File: src/rtl/auxreg_agu_pkg.sv
package auxreg_agu_pkg;

   typedef enum logic [2:0] {
      K_NOP  = 3'd0,
      K_MEM  = 3'd1,
      K_LDP  = 3'd2,
      K_LDAR = 3'd3,
      K_CMP  = 3'd4,
      K_ADDK = 3'd5,
      K_SUBK = 3'd6,
      K_RSVD = 3'd7
   } op_kind_e;

   typedef enum logic [2:0] {
      ST_NONE = 3'd0,
      ST_DEC  = 3'd1,
      ST_INC  = 3'd2,
      ST_SUBX = 3'd3,
      ST_ADDX = 3'd4
   } step_e;

   typedef struct packed {
      step_e step;
      logic  swap;
      logic  bad;
   } mode_t;

endpackage

File: src/rtl/auxreg_mode_dec.sv
module auxreg_mode_dec
   import auxreg_agu_pkg::*;
(
   input  logic [3:0] code,
   output mode_t      mode
);
   always_comb begin
      mode.swap = code[0];
      mode.bad  = 1'b0;
      unique case (code[3:1])
         3'd0:    mode.step = ST_NONE;
         3'd1:    mode.step = ST_DEC;
         3'd2:    mode.step = ST_INC;
         3'd5:    mode.step = ST_SUBX;
         3'd6:    mode.step = ST_ADDX;
         default: begin
            mode.step = ST_NONE;
            mode.bad  = 1'b1;
            mode.swap = 1'b0;
         end
      endcase
   end
endmodule

File: src/rtl/auxreg_circ_step.sv
module auxreg_circ_step #(
   parameter int AR_W   = 16,
   parameter int PTR_W  = 3,
   parameter int N_CIRC = 2,
   localparam int CTRL_W = 2 * (PTR_W + 1)
) (
   input  logic [AR_W-1:0]   cur,
   input  logic [PTR_W-1:0]  idx,
   input  logic [AR_W-1:0]   delta,
   input  logic [CTRL_W-1:0] ctrl,
   input  logic [AR_W-1:0]   start1,
   input  logic [AR_W-1:0]   end1,
   input  logic [AR_W-1:0]   start2,
   input  logic [AR_W-1:0]   end2,
   output logic [AR_W-1:0]   nxt
);
   logic [AR_W-1:0] plain;
   logic            hit1, hit2;

   initial begin
      assert (N_CIRC >= 0 && N_CIRC <= 2)
         else $fatal(1, "N_CIRC must be 0, 1 or 2");
   end

   assign plain = cur + delta;

   generate
      if (N_CIRC >= 1) begin : g_buf1
         assign hit1 = ctrl[PTR_W] && (ctrl[PTR_W-1:0] == idx);
      end else begin : g_nobuf1
         assign hit1 = 1'b0;
      end
      if (N_CIRC >= 2) begin : g_buf2
         assign hit2 = ctrl[2*PTR_W+1] && (ctrl[2*PTR_W:PTR_W+1] == idx);
      end else begin : g_nobuf2
         assign hit2 = 1'b0;
      end
   endgenerate

   always_comb begin
      if (hit1)
         nxt = (cur == end1) ? start1 : plain;
      else if (hit2)
         nxt = (cur == end2) ? start2 : plain;
      else
         nxt = plain;
   end
endmodule

File: src/rtl/auxreg_bank.sv
module auxreg_bank #(
   parameter int AR_W = 16,
   parameter int AR_N = 8,
   localparam int PTR_W = $clog2(AR_N)
) (
   input  logic                 clk,
   input  logic                 rst_n,
   input  logic                 we,
   input  logic [PTR_W-1:0]     waddr,
   input  logic [AR_W-1:0]      wdata,
   input  logic [PTR_W-1:0]     raddr,
   output logic [AR_W-1:0]      rdata,
   output logic [AR_N*AR_W-1:0] flat
);
   generate
      for (genvar i = 0; i < AR_N; i++) begin : g_reg
         logic [AR_W-1:0] q;
         always_ff @(posedge clk) begin
            if (!rst_n)
               q <= '0;
            else if (we && (waddr == PTR_W'(i)))
               q <= wdata;
         end
         assign flat[i*AR_W +: AR_W] = q;
      end
   endgenerate

   assign rdata = flat[raddr*AR_W +: AR_W];
endmodule

File: src/rtl/auxreg_agu.sv
module auxreg_agu
   import auxreg_agu_pkg::*;
#(
   parameter int AR_W   = 16,
   parameter int AR_N   = 8,
   parameter int OFS_W  = 7,
   parameter int PAGE_W = 9,
   parameter int IMM_W  = 8,
   parameter int N_CIRC = 2,
   localparam int PTR_W  = $clog2(AR_N),
   localparam int CTRL_W = 2 * (PTR_W + 1),
   localparam int ALL_W  = AR_N * AR_W
) (
   input  logic              clk,
   input  logic              rst_n,
   input  logic              op_vld,
   input  logic [2:0]        op_kind,
   input  logic [15:0]       instr,
   input  logic [AR_W-1:0]   ld_val,
   input  logic [AR_W-1:0]   index_val,
   input  logic [AR_W-1:0]   cmp_val,
   input  logic [CTRL_W-1:0] circ_ctrl,
   input  logic [AR_W-1:0]   circ_start1,
   input  logic [AR_W-1:0]   circ_end1,
   input  logic [AR_W-1:0]   circ_start2,
   input  logic [AR_W-1:0]   circ_end2,
   output logic [AR_W-1:0]   ea,
   output logic              ea_vld,
   output logic              illegal,
   output logic [PTR_W-1:0]  arp,
   output logic [PTR_W-1:0]  arb,
   output logic              tc,
   output logic [ALL_W-1:0]  ar_all
);
   initial begin
      assert (AR_N == (1 << PTR_W)) else $fatal(1, "AR_N must be a power of two");
      assert (AR_W == PAGE_W + OFS_W) else $fatal(1, "AR_W must equal PAGE_W + OFS_W");
      assert (PTR_W == 3) else $fatal(1, "instruction fields assume eight registers");
      assert (OFS_W == 7 && IMM_W <= AR_W) else $fatal(1, "offset or constant width");
   end

   op_kind_e         kind;
   mode_t            mode;
   logic [AR_W-1:0]  cur_ar, delta, step_nxt;
   logic [AR_W-1:0]  imm_ext;
   logic             is_mem, is_ind, mode_ok, step_go, wr_en;
   logic [PTR_W-1:0] wr_idx;
   logic [AR_W-1:0]  wr_val;
   logic [PAGE_W-1:0] page_q;
   logic [AR_W-1:0]  ea_q;
   logic             ea_vld_q, ill_q, tc_q;
   logic [PTR_W-1:0] arp_q, arb_q;

   assign kind    = op_kind_e'(op_kind);
   assign is_mem  = op_vld && (kind == K_MEM);
   assign is_ind  = instr[7];
   assign mode_ok = !mode.bad;
   assign imm_ext = AR_W'(instr[IMM_W-1:0]);

   auxreg_mode_dec u_dec (
      .code (instr[6:3]),
      .mode (mode)
   );

   always_comb begin
      delta   = '0;
      step_go = 1'b0;
      if (is_mem && is_ind && mode_ok) begin
         step_go = (mode.step != ST_NONE);
         unique case (mode.step)
            ST_DEC:  delta = '1;
            ST_INC:  delta = AR_W'(1);
            ST_SUBX: delta = '0 - index_val;
            ST_ADDX: delta = index_val;
            default: delta = '0;
         endcase
      end else if (op_vld && kind == K_ADDK) begin
         step_go = 1'b1;
         delta   = imm_ext;
      end else if (op_vld && kind == K_SUBK) begin
         step_go = 1'b1;
         delta   = '0 - imm_ext;
      end
   end

   auxreg_circ_step #(
      .AR_W   (AR_W),
      .PTR_W  (PTR_W),
      .N_CIRC (N_CIRC)
   ) u_step (
      .cur    (cur_ar),
      .idx    (arp_q),
      .delta  (delta),
      .ctrl   (circ_ctrl),
      .start1 (circ_start1),
      .end1   (circ_end1),
      .start2 (circ_start2),
      .end2   (circ_end2),
      .nxt    (step_nxt)
   );

   always_comb begin
      wr_en  = step_go;
      wr_idx = arp_q;
      wr_val = step_nxt;
      if (op_vld && kind == K_LDAR) begin
         wr_en  = 1'b1;
         wr_idx = instr[PTR_W-1:0];
         wr_val = ld_val;
      end
   end

   auxreg_bank #(
      .AR_W (AR_W),
      .AR_N (AR_N)
   ) u_bank (
      .clk   (clk),
      .rst_n (rst_n),
      .we    (wr_en),
      .waddr (wr_idx),
      .wdata (wr_val),
      .raddr (arp_q),
      .rdata (cur_ar),
      .flat  (ar_all)
   );

   always_ff @(posedge clk) begin
      if (!rst_n) begin
         arp_q    <= '0;
         arb_q    <= '0;
         page_q   <= '0;
         tc_q     <= 1'b0;
         ea_q     <= '0;
         ea_vld_q <= 1'b0;
         ill_q    <= 1'b0;
      end else begin
         ea_vld_q <= 1'b0;
         ill_q    <= 1'b0;
         if (is_mem) begin
            if (!is_ind) begin
               ea_q     <= {page_q, {OFS_W{1'b0}}} | AR_W'(instr[OFS_W-1:0]);
               ea_vld_q <= 1'b1;
            end else if (mode_ok) begin
               ea_q     <= cur_ar;
               ea_vld_q <= 1'b1;
               if (mode.swap) begin
                  arb_q <= arp_q;
                  arp_q <= instr[PTR_W-1:0];
               end
            end else begin
               ill_q <= 1'b1;
            end
         end
         if (op_vld && kind == K_LDP)
            page_q <= instr[PAGE_W-1:0];
         if (op_vld && kind == K_CMP) begin
            unique case (instr[1:0])
               2'd0: tc_q <= (cur_ar == cmp_val);
               2'd1: tc_q <= (cur_ar <  cmp_val);
               2'd2: tc_q <= (cur_ar >  cmp_val);
               default: tc_q <= (cur_ar != cmp_val);
            endcase
         end
      end
   end

   assign ea      = ea_q;
   assign ea_vld  = ea_vld_q;
   assign illegal = ill_q;
   assign arp     = arp_q;
   assign arb     = arb_q;
   assign tc      = tc_q;


   ind_addr_chk: assert property (@(posedge clk) disable iff (!rst_n)
      (is_mem && is_ind && mode_ok) |=> (ea_vld && ea == $past(cur_ar)));


   ptr_swap_chk: assert property (@(posedge clk) disable iff (!rst_n)
      (is_mem && is_ind && mode_ok && mode.swap)
         |=> (arb == $past(arp) && arp == $past(instr[PTR_W-1:0])));


   bad_mode_chk: assert property (@(posedge clk) disable iff (!rst_n)
      (is_mem && is_ind && mode.bad)
         |=> (illegal && !ea_vld && $stable(ar_all) && $stable(arp) && $stable(arb)));


   direct_hold_chk: assert property (@(posedge clk) disable iff (!rst_n)
      (is_mem && !is_ind) |=> (ea_vld && $stable(ar_all) && $stable(arp)));


   strobe_excl_chk: assert property (@(posedge clk) disable iff (!rst_n)
      !(ea_vld && illegal));

   generate
      if (N_CIRC >= 1) begin : g_wrap_chk

         circ_wrap_chk: assert property (@(posedge clk) disable iff (!rst_n)
            (op_vld && kind == K_ADDK && circ_ctrl[PTR_W] &&
             circ_ctrl[PTR_W-1:0] == arp && cur_ar == circ_end1)
               |=> (cur_ar == $past(circ_start1)));
      end
   endgenerate
endmodule

File: config.mk
export PLATFORM = sky130hd
export DESIGN_NAME = auxreg_agu
export DESIGN_NICKNAME = d
export VERILOG_FILES = /design/src/rtl/auxreg_agu_pkg.sv /design/src/rtl/auxreg_mode_dec.sv /design/src/rtl/auxreg_circ_step.sv /design/src/rtl/auxreg_bank.sv /design/src/rtl/auxreg_agu.sv
export SDC_FILE = /design/constraint.sdc
export NUM_CORES = 1
export LEC_CHECK = 0
export BUFFER_PORTS_ARGS = -buffer_cell sky130_fd_sc_hd__buf_2
export CAP_MARGIN = 20
export CORE_UTILIZATION = 53
export CTS_CLUSTER_DIAMETER = 80
export CTS_CLUSTER_SIZE = 20
export DETAILED_ROUTE_END_ITERATION = 10
export GPL_ROUTABILITY_DRIVEN = 0
export PLACE_DENSITY = 0.84
export REMOVE_ABC_BUFFERS = 1
export SLEW_MARGIN = 20
export SYNTH_ARGS = -nofsm -noshare
export SYNTH_HDL_FRONTEND = slang
export SYNTH_SLANG_ARGS = --single-unit
File: constraint.sdc
create_clock -name clk -period 5.3 [get_ports clk]
set_input_delay 0.265 -clock clk [delete_from_list [all_inputs] [get_ports clk]]
set_output_delay 0.265 -clock clk [all_outputs]
set_load 0.005 [all_outputs]
* Word level (Yosys, flattened, before mapping)
Cells that the tools add are included.
Storage, ports and cells: register bits 162, input port bits 142, output and inout port bits 153, word-level logic and storage cells 103
Operators by class: add/sub/neg operators 3, order comparisons 2, equal/unequal tests 30, shift operators 1, muxes and demuxes 22, bitwise operators 2, reductions and logical operators 28
Operators by type and width (count):
- 16-bit 2-to-1 mux | 10
- 128-bit by 8-bit variable part select with 16-bit output | 1
- 16-bit one-hot mux with 4 select lines | 1
- 16-bit equality test | 3
- 3-bit equality test (second input constant) | 10
- 3-bit by 2-bit equality test with 1-bit output (second input constant) | 7
- 1-bit logical AND | 18
- 16-bit adder | 1
- 16-bit > comparator | 1
- 16-bit less-than comparator | 1
- 16-bit != test | 1
- 16-bit by 7-bit OR with 16-bit output | 1
- 1-bit by 16-bit subtractor with 16-bit output (first input constant) | 1
- 3-bit by 1-bit equality test with 1-bit output (second input constant) | 4
- 3-bit one-hot mux with 4 select lines | 1
- 1-bit by 8-bit subtractor with 9-bit output (first input constant) | 1
- 1-bit 2-to-1 mux | 7
- 3-bit equality test | 2
- 3-bit zero test | 2
- 5-bit OR reduction | 1
- 2-bit AND reduction | 2
- 4-bit AND reduction | 1
- 3-bit 2-to-1 mux | 1
- 1-bit one-hot mux with 3 select lines | 1
- 9 further kinds | 9

* Longest topological paths before layout
Gate-level depths: netlist (run 1).
depth after elaboration 11, mapped depth 21, mapped depth without buffers 21

* Hierarchy
A second synthesis (run 1) with hierarchy kept.
Unflattened totals: cell total of the unflattened synthesis 1282, area total of the unflattened synthesis 10851.7 sq um
Modules (own cells, without submodules):
- auxreg_bank | times used 1, cells each 647, area each 6083.3 sq um, seq. area each 2562.5 sq um
- auxreg_agu | times used 1, cells each 390, area each 2969.1 sq um, seq. area each 680.7 sq um
- auxreg_circ_step | times used 1, cells each 236, area each 1737.9 sq um, seq. area each 0.0 sq um
- auxreg_mode_dec | times used 1, cells each 9, area each 61.3 sq um, seq. area each 0.0 sq um

* Worst setup path after synthesis (run 1)
OpenSTA, ideal clock, no wires.
kind input -> register, from input index_val[0], to register u_bank.g_reg[3].q[15], library setup time 0.074 ns, arrival time 4.610 ns, data required time 5.226 ns, slack 0.616 ns, stages on the path 21, buffers on the path 1, path through inv_1 -> ha_1 -> or3b_2 -> or3_1 -> or3_1 -> or3_1 -> nand2b_1 -> a21oi_1 -> a21oi_1 -> o21ai_0 -> ha_1 -> nand2_1 -> o21ai_0 -> a211oi_1 -> o311ai_0 -> o31ai_1 -> xnor2_1 -> a2111oi_1 -> or4_1 -> buf_6 -> mux2i_4
Between the ends: longest elaborated chain between the ends 8, elaborated cells between the ends (all ways) 9, those cells by class add/sub (2); mux (7)
RTL lines:
- from (decl) | RTL line auxreg_agu.sv:20 | input logic [AR_W-1:0] index_val,
- 1-bit by 16-bit subtractor with 16-bit output | RTL line auxreg_agu.sv:73 | ST_SUBX: delta = '0 - index_val;
- 16-bit one-hot mux with 4 select lines (*) | RTL line auxreg_agu.sv:70 | unique case (mode.step)
- 16-bit 2-to-1 mux (*) | RTL line auxreg_agu.sv:68 | if (is_mem && is_ind && mode_ok) begin
- 16-bit adder (*) | RTL line auxreg_circ_step.sv:25 | assign plain = cur + delta;
- 16-bit 2-to-1 mux | RTL line auxreg_circ_step.sv:44 | nxt = (cur == end2) ? start2 : plain;
- 16-bit 2-to-1 mux | RTL line auxreg_circ_step.sv:43 | else if (hit2)
- 16-bit 2-to-1 mux (*) | RTL line auxreg_circ_step.sv:41 | if (hit1)
- 16-bit 2-to-1 mux (*) | RTL line auxreg_agu.sv:106 | if (op_vld && kind == K_LDAR) begin
- to (signal assigned) | RTL line auxreg_bank.sv:22 | q <= wdata;
- to (decl) | RTL line auxreg_bank.sv:17 | logic [AR_W-1:0] q;
Every way passes the cells marked *; elsewhere a longest branch is shown, timed or not. A chain may end at the register's enable or synchronous reset.

* Worst setup path after layout (run 1)
from register arp_q[1], in the netlist arp[1], to register u_bank.g_reg[1].q[15]
Between the ends: longest elaborated chain between the ends 6, elaborated cells between the ends (all ways) 16, those cells by class add/sub (1); eq/ne (5); shift (1); mux (6); reduce/logical (3)
RTL lines:
- from (decl) | RTL line auxreg_agu.sv:52 | logic [PTR_W-1:0] arp_q, arb_q;
- from (signal assigned) | RTL line auxreg_agu.sv:148 | arp_q <= instr[PTR_W-1:0];
- 128-bit by 8-bit variable part select with 16-bit output | RTL line auxreg_bank.sv:28 | assign rdata = flat[raddr*AR_W +: AR_W];
- 16-bit adder / 16-bit equality test (equally long branches) | RTL line auxreg_circ_step.sv:25, auxreg_circ_step.sv:44
- 16-bit 2-to-1 mux | RTL line auxreg_circ_step.sv:44
- 16-bit 2-to-1 mux | RTL line auxreg_circ_step.sv:43
- 16-bit 2-to-1 mux | RTL line auxreg_circ_step.sv:41
- 16-bit 2-to-1 mux | RTL line auxreg_agu.sv:106
- to (signal assigned) | RTL line auxreg_bank.sv:22
- to (decl) | RTL line auxreg_bank.sv:17
Parallel ways exist; a longest one is shown, timed or not.

==> impl_metrics.json, run 1 <==
{
  "outcome": "completed",
  "cp_cell_sequence": "buf_12 > mux2_2 > o22ai_1 > nor2_1 > ha_1 > a211oi_1 > o31ai_1 > a211oi_1 > o311ai_0 > o31ai_1 > xnor2_1 > a2111oi_1 > or4_1 > buf_4 > mux2i_4",
  "synthTopCellsByCount": "dfxtp_1, o21ai_0, a21oi_1",
  "grt_pass1_vias": 10600,
  "grt_max_degree": 65,
  "critPathMaxFanout": 24,
  "power.clock.fraction_pct": 42.3,
  "endpoint_kind": "flip-flop",
  "antenna_found_initial": 12,
  "netlist.area_leader.share_pct": 31.4,
  "p_comb_share_pct": 17.5,
  "synth_cells": 1256,
  "rrSetupSlack_ns": 0.41,
  "die_y_um": 142,
  "rsz0062_at_grt": "no",
  "hp-class": "in2reg",
  "layout_min_cycle_time_ns": 4.89,
  "yosysUniqueCellTypes": 72,
  "path_clk_slew_ns": 0.07,
  "min_period_over_period_pct": 92.3,
  "ys_ff_latch": 162,
  "core_area_um2": 18900,
  "cellPowerDensity_nw_per_um2": 244,
  "port_buffers": 287,
  "post_cts_buffers": 0,
  "synth-async-reset-ratio_pct": 0,
  "tritoncts": "built",
  "post_drt_wl_per_cell_um": 22.2,
  "syn_area_um2": 10300,
  "h-tree-depth": 4,
  "slew_violations": 0,
  "synth_ff_type": "dfxtp_1",
  "synth.avg_cell_area_um2": 8.23,
  "synth_edf_count": 0,
  "start_kind": "flip-flop",
  "area_growth_pct": 22.9,
  "vdd_ir_drop_max_mv": 0.244,
  "core.rowCount": 50,
  "critPathRequiredTime_ns": 5.66,
  "p_switching_uw": 945,
  "avgViaCountPerCell": 6.43,
  "clock_latency_ns": 0.44,
  "final_nets": 1692,
  "cp_top_family": "compound AO/OA/AOI/OAI gates",
  "first_pass_iters": 6,
  "cts_hold_buf": 0,
  "cts_buffers": 17,
  "path_class": "reg2reg",
  "setup_violations": 0,
  "vias": 11600,
  "finalHoldViolCount": 0,
  "die_w_um": 142,
  "skew_ns": 0.00723,
  "power_leakage_uw": 0.00548,
  "grt-ovfl-total": 0,
  "ant_nets": 0,
  "synth_area_leaders": "dfxtp_1, o21ai_0, a21oi_1",
  "io_pins": 295,
  "yosysMostFrequentCell": "dfxtp_1",
  "dieArea_um2": 20100,
  "drt_iter0_markers": 1311,
  "clockBufferDepth": 2,
  "fin_util_pct": 67.2,
  "slew_headroom_pct": 21.7,
  "drive_gt1_share_pct": 29.2,
  "initial_utilization_pct": 54.7,
  "yosys_warnings": 0,
  "grt_use_total_pct": 38.9,
  "arrival_ns": 5.25,
  "dp_hpwl_um": 29100,
  "p_int_uw": 2160,
  "p_seq_share_pct": 40.2,
  "fmax_ghz": 0.204,
  "tightest_slew_ns": 1.17,
  "setup_slack_ns": 0.410,
  "cpMaxStageDelayCell": "dfxtp_2",
  "synth_top_area_cell": "dfxtp_1",
  "grt_pass1_wl_um": 59200,
  "drt-total-wl_um": 40000,
  "nFillCells": 1566,
  "clock_sinks": 162,
  "swShare_pct": 30.5,
  "max_stage_delay_ns": 0.73,
  "drc": 0,
  "dp_slack_ns": 0.157,
  "cp.buffers_inverters": 2,
  "drv_cap": 0,
  "ys_seq_area_share_pct": 31.4,
  "cts_resized": 0,
  "clockRootBuffer": "clkbuf_16"
}
-- flip-flops by register name, indices dropped and copies added (netlist names) --
register / flops
ea_vld: 1
arb: 3
arp: 3
illegal: 1
page_q: 9
tc: 1
ea: 16
u_bank.g.q: 128
-- logic make-up after synthesis --
| kind of cell | synth area share [%] |
|---|---|
| simple gates | 16.4 |
| buf+inv | 5.27 |
| flops | 31.4 |
| fa+ha+maj | 4.55 |
| xor+xnor | 3.39 |
| mux | 10.3 |
| compound gates | 28.7 |
-- layout make-up --
class | instances | area [µm²] | share of cell area (%)
multi-input cells | 962 | 6560 | 51.7
clock buffers | 17 | 425 | 3.35
inverters | 40 | 150 | 1.18
clock inverters | 15 | 186 | 1.47
diodes | 12 | 30.0 | 0.237
well taps | 260 | 325 | 2.56
flip-flops and latches | 162 | 3240 | 25.6
repair buffers | 330 | 1770 | 14.0
-- metal layers --
metal	wire length [µm]	up-vias	part of all wire [%]	track usage (%)
met5	26	-	0.065	0
met4	2500	4	6.3	23.2
met3	5060	190	13	11.4
met2	17700	856	44	60.9
met1	14700	5306	37	47.3
li1	-	5197	-	-
-- power groups by stage --
stage / combinational, µW / clock, µW / sequential, µW
floorplan: 288 / 0 / 1280
global placement: 508 / 0 / 1280
detailed placement: 518 / 0 / 1280
CTS: 523 / 1310 / 1250
global route: 575 / 1360 / 1250
finish: 543 / 1310 / 1250
-- final timing paths --
kind | start | to | cells past startpoint
worst max-delay path | arp[1]$_SDFFE_PN0P_ | u_bank.g_reg[1].q[15]$_SDFFE_PN0P_ | 15
worst min-delay path | instr[8] | page_q[8]$_SDFFE_PN0P_ | 3
worst max register to register | arp[1]$_SDFFE_PN0P_ | u_bank.g_reg[1].q[15]$_SDFFE_PN0P_ | 15
worst min register to register | ea[6]$_SDFFE_PN0P_ | ea[6]$_SDFFE_PN0P_ | 2
-- tightest hold or removal path, cell delays in order --
cell and delay (ns):
buf_2 0.10, nand2_1 0.05, a21oi_1 0.05
-- stage by stage --
step | power (µW) | std cells | cell area, µm² | hold WS [ns] | setup TNS (ns)
after detailed placement | 1790 | 1754 | 12100 | 0.443 | 0
after floorplan | 1560 | 1164 | 9940 | 0.379 | -2.24
after CTS | 3080 | 1786 | 12700 | 0.0774 | 0
after global placement | 1780 | 1754 | 12100 | 0.440 | 0
after global routing | 3190 | 1793 | 12700 | 0.0929 | 0
final | 3100 | 1798 | 12700 | 0.0749 | 0
-- cells in the final DEF, fill, tap and decap left out, types with 16 or more instances in the layout --
cell,netlist,routed
mux2i_1,30,30
clkbuf_16,0,17
dfxtp_1,162,161
nand3_1,28,28
a21oi_1,120,120
xnor2_1,31,31
nand2_1,111,111
buf_2,6,287
nor2_1,78,78
a31oi_1,42,42
mux2_2,16,16
inv_1,39,39
ha_1,36,36
buf_4,1,42
mux4_2,16,16
a211oi_1,19,19
o21ai_0,156,156
a211oi_2,16,16
nor3_1,25,25
No activity file was read; power rests on OpenSTA's default activity.
==> run 2, diff against run 1 <==
==> constraint.sdc (replaced) <==
create_clock -name clk -period 4.9 [get_ports clk]
set_input_delay 0.245 -clock clk [delete_from_list [all_inputs] [get_ports clk]]
set_output_delay 0.245 -clock clk [all_outputs]
set_load 0.005 [all_outputs]
==> run 2 against run 1 <==
  * Routed wire length grew 0.65%
  * Core utilization up 0.78 points
  * Largest power group is now registers
  * Highest routed layer unchanged
  * Flip-flop and latch count did not move
  * Final cell count up 1.4%
  * Via count rose by 2.0%
==> impl_metrics.json, run 2 (same netlist as run 1, synthesis figures left out) <==
{
  "outcome": "completed",
  "initial_utilization_pct": 54.7,
  "cp.buffers_inverters": 3,
  "multi_input_area_um2": 6570,
  "rsz0062_at_grt": "no",
  "ant_nets": 0,
  "rrSetupSlack_ns": 0.21,
  "fmax_ghz": 0.213,
  "seqCellArea_um2": 3250,
  "dpl_cell_area_um2": 12200,
  "nFillCells": 1539,
  "critPathRequiredTime_ns": 5.20,
  "power_leakage_uw": 0.00557,
  "clock_sinks": 162,
  "drt-total-wl_um": 40300,
  "dieArea_um2": 20100,
  "reg2reg_to": "u_bank.g_reg[3].q[10]$_SDFFE_PN0P_",
  "power.clock.fraction_pct": 40.1,
  "r2r_start": "arp[0]$_SDFFE_PN0P_",
  "avgViaCountPerCell": 6.46,
  "io_pins": 295,
  "clockRootBuffer": "clkbuf_16",
  "port_buffers": 287,
  "cts_hold_buf": 0,
  "clock_latency_ns": 0.44,
  "grt_max_degree": 70,
  "vdd_ir_drop_max_mv": 0.249,
  "hp-class": "in2reg",
  "start_kind": "flip-flop",
  "setup_slack_ns": 0.205,
  "drt_iter0_markers": 1532,
  "grt_use_met3_pct": 11.5,
  "cpMaxStageDelayCell": "a22oi_1",
  "worstHoldStart": "instr[8]",
  "drive_gt1_share_pct": 30.4,
  "dp_slack_ns": -0.170,
  "p_comb_share_pct": 18.5,
  "die_y_um": 142,
  "min_to": "page_q[8]$_SDFFE_PN0P_",
  "endpoint_kind": "flip-flop",
  "cp_top_family": "compound AO/OA/AOI/OAI gates",
  "tritoncts": "built",
  "h-tree-depth": 4,
  "layout_min_cycle_time_ns": 4.69,
  "p_int_uw": 2260,
  "tightest_slew_ns": 1.15,
  "drv_cap": 0,
  "dp_hpwl_um": 29700,
  "final_common_cell": "buf_2",
  "stdcell_area_um2": 12800,
  "grt_use_met1_pct": 49.4,
  "grt-ovfl-total": 0,
  "max_stage_delay_ns": 0.67,
  "p_seq_share_pct": 41.4,
  "cellPowerDensity_nw_per_um2": 254,
  "cp_cell_sequence": "buf_4 > nor2b_1 > buf_4 > a22o_1 > nor2_1 > buf_4 > fa_1 > a21oi_1 > o211ai_1 > a31o_2 > a21oi_1 > xnor2_1 > o21ai_0 > a31oi_1 > a22oi_1 > a211oi_1",
  "grt_pass1_vias": 10800,
  "drc": 0,
  "top_register": "u_bank.g.q",
  "finalHoldViolCount": 0,
  "cts_buffers": 17,
  "final_nets": 1715,
  "skew_ns": 0.0109,
  "reg2regPathDepth": 16,
  "clockBufferDepth": 2,
  "vias": 11800,
  "first_pass_iters": 6,
  "crit_path_start": "arp[0]$_SDFFE_PN0P_",
  "p_switching_uw": 1000,
  "critPathMostFrequentCell": "buf_4",
  "largest_register_ffs": 128,
  "grt_use_total_pct": 39.6,
  "grt_pass1_wl_um": 60400,
  "min_period_over_period_pct": 95.8,
  "post_drt_wl_per_cell_um": 22.1,
  "core_area_um2": 18900,
  "core.rowCount": 50,
  "slew_headroom_pct": 22.8,
  "final_cell_mix": "buf_2, dfxtp_1, o21ai_0, a21oi_1, nand2_1",
  "setup_violations": 0,
  "path_clk_slew_ns": 0.07,
  "path_class": "reg2reg",
  "die_w_um": 142,
  "top_usage_layer": "met2",
  "swShare_pct": 30.7,
  "slew_violations": 0,
  "arrival_ns": 4.99,
  "holdPathStages": 3,
  "area_growth_pct": 24.3,
  "antenna_found_initial": 16,
  "grtUsageMet2_pct": 61.5,
  "critPathMaxFanout": 11
}
## run 2: changes by cell type in the layout (fill, tap and decap cells not counted), sizes merged
cell      change
inv           -3
buf          +23
clkinvlp      +1
clkbuf        +3
diode         +2
clkinv        +1
bufinv        -2
## run 2: area by class of cell
type                    count  share of cell area [%]
multi-input cells         962                    51.1
flip-flops and latches    162                    25.3
repair buffers            353                    15.1
clock buffers              20                    3.56
well taps                 260                    2.53
inverters                  40                    1.17
clock inverters            12                   0.896
diodes                     14                   0.273
## run 2: stage by stage
stage / total power (µW) / std cells / utilization, % / TNS, ns / hold slack (ns)
2_1_floorplan: 1690 / 1164 / - / -20.27 / 0.359
3_3_place_gp: 1940 / 1777 / 64.7 / -0.317 / 0.440
3_5_place_dp: 1950 / 1777 / 64.7 / -2.10 / 0.444
4_1_cts: 3240 / 1809 / 67.7 / 0 / 0.0596
5_1_grt: 3360 / 1819 / 67.9 / 0 / 0.0785
6_report: 3260 / 1823 / 68.0 / 0 / 0.0618
## run 2: power by group through the flow
stage	clock [µW]	sequential [µW]	combinational (µW)
floorplan	0	1380	311
global placement	0	1380	562
detailed placement	0	1380	575
CTS	1310	1350	580
global route	1370	1350	642
finish	1310	1350	603
## run 2: layer usage
metal	routed length, µm	up-vias
li1	-	5243
met1	14700	5423
met2	17700	926
met3	5480	183
met4	2370	8
met5	49	-
## run 2: worst max path at each step
| stage | to | slack, ns | depth (start not counted) |
|---|---|---|---|
| after detailed placement | u_bank.g_reg[2].q[15]$_SDFFE_PN0P_ | -0.17 | 21 |
| final | u_bank.g_reg[3].q[10]$_SDFFE_PN0P_ | 0.21 | 16 |
| after global routing | u_bank.g_reg[0].q[10]$_SDFFE_PN0P_ | 0.03 | 15 |
| after floorplan | u_bank.g_reg[1].q[15]$_SDFFE_PN0P_ | -0.68 | 13 |
| after CTS | u_bank.g_reg[2].q[15]$_SDFFE_PN0P_ | 0.19 | 16 |
| after global placement | u_bank.g_reg[6].q[15]$_SDFFE_PN0P_ | -0.05 | 21 |
## run 2: worst min-delay path: cells and delay by family
kind | cells | cell delay [ns]
AOI/OAI and AO/OA | 1 | 0.05
buffers and inverters | 1 | 0.10
and+or+nand+nor | 1 | 0.05
## run 2: repair_timing
item	CTS	global route
gates resized for setup	0	5
endpoints found under the hold margin	0	0
setup buffers	0	0
endpoints found under the setup margin	0	18
